$ cat src/rtl/irq_frame_pkg.sv
package irq_frame_pkg;
    localparam int XLEN     = 32;
    localparam int SEL_W    = 16;
    localparam int N_SLOTS  = 9;
    localparam int SLOT_W   = $clog2(N_SLOTS);
    localparam int HALF_W   = XLEN / 2;
    localparam int TF_BIT   = 8;
    localparam int IF_BIT   = 9;
    localparam int RF_BIT   = 16;

    typedef logic [XLEN-1:0]  word_t;
    typedef logic [SEL_W-1:0] sel_t;

    typedef enum logic [1:0] {
        ST_IDLE = 2'd0,
        ST_PUSH = 2'd1,
        ST_DONE = 2'd2
    } seq_state_e;

    // captured interrupted context
    typedef struct packed {
        sel_t  gs;
        sel_t  fs;
        sel_t  ds;
        sel_t  es;
        sel_t  ss;
        word_t esp;
        word_t flags;
        sel_t  cs;
        word_t eip;
    } saved_ctx_t;
endpackage

$ cat src/rtl/irq_frame_flags.sv
module irq_frame_flags
    import irq_frame_pkg::*;
(
    input  word_t flags_i,
    input  logic  intgate_i,
    output word_t flags_o
);
    word_t clr_mask;

    always_comb begin
        clr_mask         = '0;
        clr_mask[TF_BIT] = 1'b1;
        clr_mask[RF_BIT] = 1'b1;
        clr_mask[IF_BIT] = intgate_i;
        flags_o          = flags_i & ~clr_mask;
    end
endmodule

$ cat src/rtl/irq_frame_slot_sel.sv
module irq_frame_slot_sel
    import irq_frame_pkg::*;
(
    input  saved_ctx_t        ctx_i,
    input  logic [SLOT_W-1:0] slot_i,
    input  logic              gate32_i,
    output word_t             data_o
);
    word_t slot_val [N_SLOTS];
    logic  slot_is_sel [N_SLOTS];

    always_comb begin
        slot_val[0] = word_t'(ctx_i.gs);
        slot_val[1] = word_t'(ctx_i.fs);
        slot_val[2] = word_t'(ctx_i.ds);
        slot_val[3] = word_t'(ctx_i.es);
        slot_val[4] = word_t'(ctx_i.ss);
        slot_val[5] = ctx_i.esp;
        slot_val[6] = ctx_i.flags;
        slot_val[7] = word_t'(ctx_i.cs);
        slot_val[8] = ctx_i.eip;
    end

    // selector entries are padded to a full slot
    genvar g;
    generate
        for (g = 0; g < N_SLOTS; g++) begin : g_kind
            if (g == 5 || g == 6 || g == 8) begin : g_wide
                assign slot_is_sel[g] = 1'b0;
            end else begin : g_sel
                assign slot_is_sel[g] = 1'b1;
            end
        end
    endgenerate

    word_t raw;
    logic  raw_sel;

    always_comb begin
        raw     = '0;
        raw_sel = 1'b0;
        for (int i = 0; i < N_SLOTS; i++) begin
            if (slot_i == SLOT_W'(i)) begin
                raw     = slot_val[i];
                raw_sel = slot_is_sel[i];
            end
        end
        if (gate32_i) begin
            data_o = raw_sel ? word_t'(raw[SEL_W-1:0]) : raw;
        end else begin
            data_o = word_t'(raw[HALF_W-1:0]);
        end
    end
endmodule

$ cat src/rtl/irq_frame_seq.sv
module irq_frame_seq
    import irq_frame_pkg::*;
(
    input  logic        clk,
    input  logic        rst_n,
    input  logic        start_i,
    input  logic        gate32_i,
    input  logic        intgate_i,
    input  logic [15:0] gs_i,
    input  logic [15:0] fs_i,
    input  logic [15:0] ds_i,
    input  logic [15:0] es_i,
    input  logic [15:0] ss_i,
    input  logic [31:0] esp_i,
    input  logic [31:0] eflags_i,
    input  logic [15:0] cs_i,
    input  logic [31:0] eip_i,
    input  logic [15:0] tss_ss0_i,
    input  logic [31:0] tss_esp0_i,
    input  logic [15:0] gate_sel_i,
    input  logic [31:0] gate_off_i,
    output logic        wr_valid_o,
    input  logic        wr_ready_i,
    output logic [31:0] wr_addr_o,
    output logic [31:0] wr_data_o,
    output logic        wr_size32_o,
    output logic        busy_o,
    output logic        done_o,
    output logic [15:0] new_gs_o,
    output logic [15:0] new_fs_o,
    output logic [15:0] new_ds_o,
    output logic [15:0] new_es_o,
    output logic [15:0] new_ss_o,
    output logic [31:0] new_esp_o,
    output logic [31:0] new_eflags_o,
    output logic [15:0] new_cs_o,
    output logic [31:0] new_eip_o
);
    localparam logic [SLOT_W-1:0] LAST_SLOT = SLOT_W'(N_SLOTS - 1);
    localparam word_t STEP_WIDE   = word_t'(XLEN / 8);
    localparam word_t STEP_NARROW = word_t'(XLEN / 16);
    localparam word_t LOW_MASK    = word_t'({HALF_W{1'b1}});

    typedef struct packed {
        seq_state_e        state;
        logic [SLOT_W-1:0] slot;
        word_t             sp;
        saved_ctx_t        ctx;
        logic              gate32;
        word_t             flags_new;
        sel_t              ss0;
        sel_t              gsel;
        word_t             goff;
        sel_t              o_gs;
        sel_t              o_fs;
        sel_t              o_ds;
        sel_t              o_es;
        sel_t              o_ss;
        word_t             o_esp;
        word_t             o_flags;
        sel_t              o_cs;
        word_t             o_eip;
    } seq_regs_t;

    seq_regs_t r_d, r_q;

    word_t step;
    word_t push_addr;
    word_t push_data;
    word_t start_flags_new;
    logic  accept;

    irq_frame_flags u_flags (
        .flags_i   (eflags_i),
        .intgate_i (intgate_i),
        .flags_o   (start_flags_new)
    );

    irq_frame_slot_sel u_slot (
        .ctx_i    (r_q.ctx),
        .slot_i   (r_q.slot),
        .gate32_i (r_q.gate32),
        .data_o   (push_data)
    );

    always_comb begin
        step      = r_q.gate32 ? STEP_WIDE : STEP_NARROW;
        push_addr = r_q.sp - step;
        accept    = (r_q.state == ST_PUSH) && wr_ready_i;

        r_d = r_q;
        unique case (r_q.state)
            ST_IDLE: begin
                if (start_i) begin
                    r_d.state     = ST_PUSH;
                    r_d.slot      = '0;
                    r_d.sp        = tss_esp0_i;
                    r_d.gate32    = gate32_i;
                    r_d.flags_new = start_flags_new;
                    r_d.ss0       = tss_ss0_i;
                    r_d.gsel      = gate_sel_i;
                    r_d.goff      = gate_off_i;
                    r_d.ctx.gs    = gs_i;
                    r_d.ctx.fs    = fs_i;
                    r_d.ctx.ds    = ds_i;
                    r_d.ctx.es    = es_i;
                    r_d.ctx.ss    = ss_i;
                    r_d.ctx.esp   = esp_i;
                    r_d.ctx.flags = eflags_i;
                    r_d.ctx.cs    = cs_i;
                    r_d.ctx.eip   = eip_i;
                end
            end
            ST_PUSH: begin
                if (accept) begin
                    r_d.sp = push_addr;
                    if (r_q.slot == LAST_SLOT) begin
                        r_d.state   = ST_DONE;
                        r_d.o_gs    = '0;
                        r_d.o_fs    = '0;
                        r_d.o_ds    = '0;
                        r_d.o_es    = '0;
                        r_d.o_ss    = r_q.ss0;
                        r_d.o_esp   = push_addr;
                        r_d.o_flags = r_q.flags_new;
                        r_d.o_cs    = r_q.gsel;
                        r_d.o_eip   = r_q.gate32 ? r_q.goff : (r_q.goff & LOW_MASK);
                    end else begin
                        r_d.slot = r_q.slot + 1'b1;
                    end
                end
            end
            ST_DONE: begin
                r_d.state = ST_IDLE;
            end
            default: begin
                r_d.state = ST_IDLE;
            end
        endcase
    end

    always_ff @(posedge clk) begin
        if (!rst_n) begin
            r_q       <= '0;
            r_q.state <= ST_IDLE;
        end else begin
            r_q <= r_d;
        end
    end

    assign wr_valid_o   = (r_q.state == ST_PUSH);
    assign wr_addr_o    = push_addr;
    assign wr_data_o    = push_data;
    assign wr_size32_o  = r_q.gate32;
    assign busy_o       = (r_q.state != ST_IDLE);
    assign done_o       = (r_q.state == ST_DONE);
    assign new_gs_o     = r_q.o_gs;
    assign new_fs_o     = r_q.o_fs;
    assign new_ds_o     = r_q.o_ds;
    assign new_es_o     = r_q.o_es;
    assign new_ss_o     = r_q.o_ss;
    assign new_esp_o    = r_q.o_esp;
    assign new_eflags_o = r_q.o_flags;
    assign new_cs_o     = r_q.o_cs;
    assign new_eip_o    = r_q.o_eip;


    stall_hold_chk: assert property (@(posedge clk) disable iff (!rst_n)
        (wr_valid_o && !wr_ready_i) |=> (wr_valid_o && $stable(wr_addr_o) && $stable(wr_data_o)));


    addr_step_chk: assert property (@(posedge clk) disable iff (!rst_n)
        (wr_valid_o && wr_ready_i && !done_o && wr_valid_o && r_q.slot != LAST_SLOT)
        |=> (wr_addr_o == $past(wr_addr_o) - (wr_size32_o ? STEP_WIDE : STEP_NARROW)));


    start_busy_chk: assert property (@(posedge clk) disable iff (!rst_n)
        (!busy_o && start_i) |=> (busy_o && wr_valid_o));


    done_pulse_chk: assert property (@(posedge clk) disable iff (!rst_n)
        done_o |=> (!done_o && !busy_o));


    flags_clear_chk: assert property (@(posedge clk) disable iff (!rst_n)
        done_o |-> (!new_eflags_o[TF_BIT] && !new_eflags_o[RF_BIT]));
endmodule

$ cat config.mk
export PLATFORM = sky130hd
export DESIGN_NAME = irq_frame_seq
export DESIGN_NICKNAME = d
export VERILOG_FILES = /design/src/rtl/irq_frame_pkg.sv /design/src/rtl/irq_frame_flags.sv /design/src/rtl/irq_frame_slot_sel.sv /design/src/rtl/irq_frame_seq.sv
export SDC_FILE = /design/constraint.sdc
export NUM_CORES = 1
export LEC_CHECK = 0
export BUFFER_PORTS_ARGS = -buffer_cell sky130_fd_sc_hd__buf_4
export CORE_UTILIZATION = 30
export CTS_CLUSTER_DIAMETER = 120
export DETAILED_ROUTE_END_ITERATION = 12
export RECOVER_POWER = 50
export SYNTH_ARGS = -nofsm -noshare
export SYNTH_HDL_FRONTEND = slang
export SYNTH_SLANG_ARGS = --single-unit
$ cat constraint.sdc
create_clock -name clk -period 3.35 [get_ports clk]
set_input_delay 0.5025 -clock clk [delete_from_list [all_inputs] [get_ports clk]]
set_output_delay 0.5025 -clock clk [all_outputs]
set_load 0.005 [all_outputs]
==> results of run 1 <==
[cells in the mapped netlist, drive strengths merged, types with 16 or more instances]
cell type    n
a22oi       16
a21oi      444
o21ai       56
a22o        24
nand3       25
buf        202
clkbuf     186
nor3        26
xnor2       19
nor2        86
nand2      768
o21ba       17
inv         23
dfxtp      422
[layer usage]
layer / share of wire / up-vias / wire length (um) / global-route usage
met5: 0.00020 / - / 13 / 0
met2: 0.47 / 509 / 30300 / 0.310
li1: - / 8677 / - / -
met4: 0.025 / 2 / 1620 / 0.0620
met3: 0.054 / 94 / 3490 / 0.0338
met1: 0.45 / 8220 / 29500 / 0.262
[worst max-delay path, delay by kind of cell (launching register included)]
kind          cells  cell delay, ps
xor+xnor          1             170
fa+ha+maj         2             330
buf+inv           2             200
flops             1             360
simple gates      3            1560
[layout make-up]
type                            instances  area share
Multi-Input combinational cell       1735       0.362
Sequential cell                       422       0.352
Timing Repair Buffer                  563       0.170
Clock buffer                           66      0.0574
Tap cell                              837      0.0436
Clock inverter                         18      0.0105
Inverter                               24     0.00417
[final timing paths]
kind	from	to	slack, ps	cells after the start
setup / recovery	wr_size32_o	wr_addr_o[29]	-350	8
hold / removal	eip_i[30]	r_q[319]	150	3
setup reg to reg	r_q[518]	r_q[265]	220	7
hold reg to reg	r_q[201]	new_eip_o[9]	440	2
[where the power goes]
part | switching (W) | leakage, nW | internal [W] | total, W
clock | 0.00219 | 0.799 | 0.00326 | 0.00546
combinational | 0.000879 | 5.16 | 0.000718 | 0.00160
sequential | 0.000171 | 3.45 | 0.00523 | 0.00540
[registers in the layout, indices dropped and copies added, names as in the netlist]
signal        flops
wr_size32_o       1
new_esp_o        32
new_eip_o        32
new_eflags_o     30
r_q             295
new_ss_o         16
new_cs_o         16
[kinds of logic (layout without fill, tap and decap cells)]
family                     Yosys count  in the layout
and+or+nand+nor                    967            967
buffers and inverters              412            671
xor gates and xnor gates            30             30
muxes                                3              3
DFF                                422            422
adders and majority gates            7              7
AOI/OAI and AO/OA                  662            662
other                                1             66
[through the flow]
stage	worst slack [ps]	area (um^2)	utilization	setup TNS [ps]	std cells
2_1_floorplan	52.4	19200	-	0	2569
3_3_place_gp	180	22300	0.359	0	3561
3_5_place_dp	157	22300	0.359	0	3561
4_1_cts	-411	24200	0.391	-1900	3661
5_1_grt	-433	24000	0.387	-6550	3665
6_report	-353	24000	0.387	-2490	3665
[timing repair]
item	4_1_cts	5_1_grt
gates resized for setup	36	14
buffers inserted	16	4
setup endpoints to repair	40	40
pin swaps	8	4
hold buffers	0	0
==> out/metrics.cfg, run 1 <==
[synthesis]
synthTopCellsByArea = dfxtp_1, nand2_1, a21oi_1
syn_area_mm2 = 0.0189
synth_top_family_by_area = simple AND/OR/NAND/NOR gates
synth_compound_area_frac = 0.204
synth-edff-count = 0
synth_simple_gate_area_frac = 0.208
ys_seq_area_frac = 0.447
async_flop_share = 0
ys_ff_latch = 422
ys.flop_type = dfxtp_1
synth_fa_ha_area_frac = 0.00503
yosysTopAreaCellShare = 0.447
synth.largest_area_cell = dfxtp_1
synth_cell_types = 61
synth_xor_area_frac = 0.0143
netlist_instances = 2504
ys_warn_count = 0
avgSynthCellArea_um2 = 7.55
synth_mux_area_frac = 0.00159

[global_routing]
grt_pass1_wl_um = 96500
grt_max_degree = 122
grt-ovfl-total = 0
first_global_vias = 16300
antenna_found_initial = 2
grt.total_usage = 0.194

[worst_hold_path]
holdCritPathClass = in2reg

[timing]
tightest_slew_ps = 2000
drv_slew = 32
slew_headroom = -0.330
hold_viol = 0
setup_slack_ps = -353
fmax_mhz = 270
fin_skew_ps = 16.0
finalSetupViolations = 16
hold_ws_ps = 153
rsz0062_at_grt = true
fin_crit_sh = 1.11
min_period_ps = 3700

[worst_setup_path]
start_kind = flip-flop
crit_type = reg2out
path_cells = inv_4 -> ha_4 -> fa_2 -> or4b_4 -> or4_4 -> or4b_4 -> xnor2_2 -> buf_4
crit_path_end_kind = output port
cp_common_cell = or4b_4
required_ps = 2850
arrival_ps = 3200
slowest_stage = or4b_4
cp_max_fo = 5
slowest_delay_ps = 580

[cts]
clockBufferDepth = 3
ctsRootBufferMaster = clkbuf_16
clock-sinks = 422
insertion_delay_ps = 590
numCtsBuffers = 48
cts_max_level = 2
cts_tree = yes
path_clk_slew_ps = 60

[final_layout]
fin_nets = 3095
multiInputGateArea_mm2 = 0.00869
diodes = 0
drive_above_1_share = 0.228
fillers = 6653
layout_common_cells = nand2_1, a21oi_1, dfxtp_1, buf_4, nor2_1
seq_area_mm2 = 0.00846
area_growth_pct = 26.9
final_common_cell = nand2_1

[die]
initial_core_util = 0.305
die_y_um = 253
die_w_um = 253
coreArea_mm2 = 0.0621
num_rows = 91
io_pins = 554
die_area_mm2 = 0.0641

[route]
via_count = 17500
wl_um = 64800
viasPerCell = 4.78
antenna_left = 0
drc = 0
drt_pass1_iterations = 5
first_iter_violations = 1228
wire_per_inst_um = 17.7

[placement]
gp_congestion = 0.828
dpl.hpwl_um = 45900
port_buffers = 487

[power]
power.total_w = 0.0125
cellPowerDensity_mw_per_mm2 = 519
ir_drop_mv = 0.329
leakage_nw = 9.41

[run_status]
status = complete, but fails checks
violations = max-capacitance violations, max-slew violations, negative setup slack

[job]
maxCapViolCount = 1

No activity file was read; power rests on OpenSTA's default activity.
==> run 2, diff against run 1 <==
--- a/config.mk
+++ b/config.mk
@@ -11,4 +11,5 @@
 export DETAILED_ROUTE_END_ITERATION = 12
 export RECOVER_POWER = 50
+export REMOVE_ABC_BUFFERS = 1
 export SYNTH_ARGS = -nofsm -noshare
 export SYNTH_HDL_FRONTEND = slang
==> constraint.sdc (replaced) <==
create_clock -name clk -period 3.35 [get_ports clk]
set_input_delay 0.5025 -clock clk [delete_from_list [all_inputs] [get_ports clk]]
set_output_delay 0.5025 -clock clk [all_outputs]
set_load 0.01 [all_outputs]
==> run 2 against run 1 <==
The run ends with negative setup slack left; combinational power grew 4%; flip-flop and latch count is the same; largest power group is now registers; critical endpoint unchanged; total power shrank 3.2%; largest cell class unchanged.
==> out/metrics.cfg, run 2 (same netlist as run 1, synthesis figures left out) <==
[final_layout]
top_register = r_q
largest_register_ff_count = 295  ; unchanged
fin_nets = 3101  ; +0.19%
layout_common_cells = nand2_1, a21oi_1, dfxtp_1, buf_4, clkbuf_1
area_growth_pct = 25.7
drive_above_1_share = 0.206  ; -0.0217
final_cells = 3670  ; +0.14%
final_common_cell = nand2_1

[die]
initial_core_util = 0.305  ; unchanged
io_pins = 554  ; unchanged
die_w_um = 253  ; unchanged
die_area_mm2 = 0.0641  ; unchanged
coreArea_mm2 = 0.0621  ; unchanged
die_y_um = 253  ; unchanged
num_rows = 91  ; unchanged

[worst_setup_path]
crit_type = reg2out
critPathLaunch = wr_size32_o
start_kind = flip-flop
ff2ff_setup_slack_ps = 70  ; -150 ps
rr_startpoint = r_q[517]
reg2reg_to = wr_size32_o
arrival_ps = 3110  ; -90 ps
required_ps = 2850  ; about the same
cp_max_fo = 5  ; unchanged
crit_path_end_kind = output port
ff2ff_path_depth = 4  ; -3
endpoint = wr_addr_o[29]

[cts]
path_clk_slew_ps = 60  ; about the same
insertion_delay_ps = 580  ; about the same
clock-sinks = 422  ; unchanged
numCtsBuffers = 47  ; -2.1%
ctsRootBufferMaster = clkbuf_16
cts_tree = yes
cts_max_level = 2  ; unchanged
clockBufferDepth = 3  ; unchanged
cts_hold_buffers = 0  ; unchanged

[global_routing]
grt_max_degree = 105  ; -14%
grt-ovfl-total = 0  ; unchanged
grt.total_usage = 0.185  ; -0.00894
antenna_found_initial = 3  ; +1
first_global_vias = 16200  ; -0.50%
grt_pass1_wl_um = 93400  ; -3.2%

[timing]
rsz0062_at_grt = true
finalSetupViolations = 8  ; -8
fmax_mhz = 277  ; +2.4%
hold_viol = 0  ; unchanged
setup_slack_ps = -266  ; +86.6 ps
drv_slew = 0  ; -100%
min_period_ps = 3620  ; -86.6 ps
fin_crit_sh = 1.08  ; -0.0258
tightest_slew_ps = 1250  ; -743 ps
fin_skew_ps = 22.8  ; +6.87 ps
slew_headroom = 0.165  ; +0.495

[route]
wl_um = 62300  ; -4.0%
drt_pass1_iterations = 7  ; +2
antenna_left = 0  ; unchanged
wire_per_inst_um = 17.0  ; -4.1%
drc = 0  ; unchanged
first_iter_violations = 1168  ; -4.9%
viasPerCell = 4.76  ; -0.42%
via_count = 17500  ; -0.29%

[power]
cellPowerDensity_mw_per_mm2 = 508  ; -2.2%
power.total_w = 0.0121  ; -3.2%
leakage_nw = 9.18  ; -2.4%
ir_drop_mv = 0.376  ; +14%

[run_status]
status = complete, but fails checks
violations = negative setup slack

[worst_hold_path]
holdCritPathClass = in2reg

[placement]
gp_congestion = 0.817  ; -1.4%
dpl.hpwl_um = 42600  ; -7.4%
port_buffers = 487  ; unchanged
dp_cells = 3577  ; +0.45%

[job]
maxCapViolCount = 0  ; -1

==> run 2: layer usage <==
metal / track usage / wire length, um / vias up
met5: 0 / 0 / -
met4: 0.0552 / 1360 / 0
met3: 0.0390 / 3740 / 84
met2: 0.313 / 30500 / 461
met1: 0.234 / 26700 / 8215
li1: - / - / 8692
==> run 2: through the flow <==
stage                     setup WS (ps)  setup TNS [ps]  hold WS [ps]  cell area, um^2   util
after floorplan                   -5820        -1950360           432            17000      -
after CTS                          -313           -1570           121            24100  0.389
after detailed placement            155               0           444            22400  0.362
after global placement              144               0           438            22400  0.362
after global routing               -363           -3030           138            23800  0.383
final                              -266           -1080           166            23800  0.383
==> run 2: report_power, final <==
part,switching (W),total (W),leakage [nW],internal (W)
Sequential,0.000169,0.00540,3.45,0.00523
Clock,0.00210,0.00500,0.739,0.00290
Combinational,0.000917,0.00166,4.99,0.000743
==> run 2: how the worst min path moves through the flow <==
stage	start	endpoint	slack (ps)	depth (start not counted)
3_5_place_dp	r_q[229]	new_cs_o[5]	440	2
4_1_cts	eip_i[20]	r_q[309]	120	3
2_1_floorplan	r_q[224]	new_cs_o[0]	430	2
5_1_grt	gate_off_i[18]	r_q[210]	140	3
3_3_place_gp	r_q[204]	new_eip_o[12]	440	2
6_report	tss_ss0_i[11]	r_q[251]	170	3
==> run 2: worst max-delay path: stages, from the launching register on <==
cell and delay (ps):
dfxtp_2 320, inv_2 80, ha_4 140, fa_2 190, or4b_4 460, or4_4 480, or4b_4 580, xnor2_4 170
buf_6 120
==> run 2: repair_timing <==
| item | 4_1_cts | 5_1_grt |
|---|---|---|
| pin swaps | 8 | 9 |
| buffers inserted | 7 | 6 |
| resized for setup | 28 | 24 |
| setup endpoints to repair | 36 | 46 |
| gates cloned | 0 | 0 |
==> run 2: final cells by class <==
class                      instances  area, um^2
sequential                       422        8450
inverter                          24        97.6
clock inverter                    15         121
fill                            6681       38300
antenna                            3        7.51
clock buffer                      64        1360
multi-input combinational       1735        8750
tap                              837        1050
timing repair buffer             570        3930
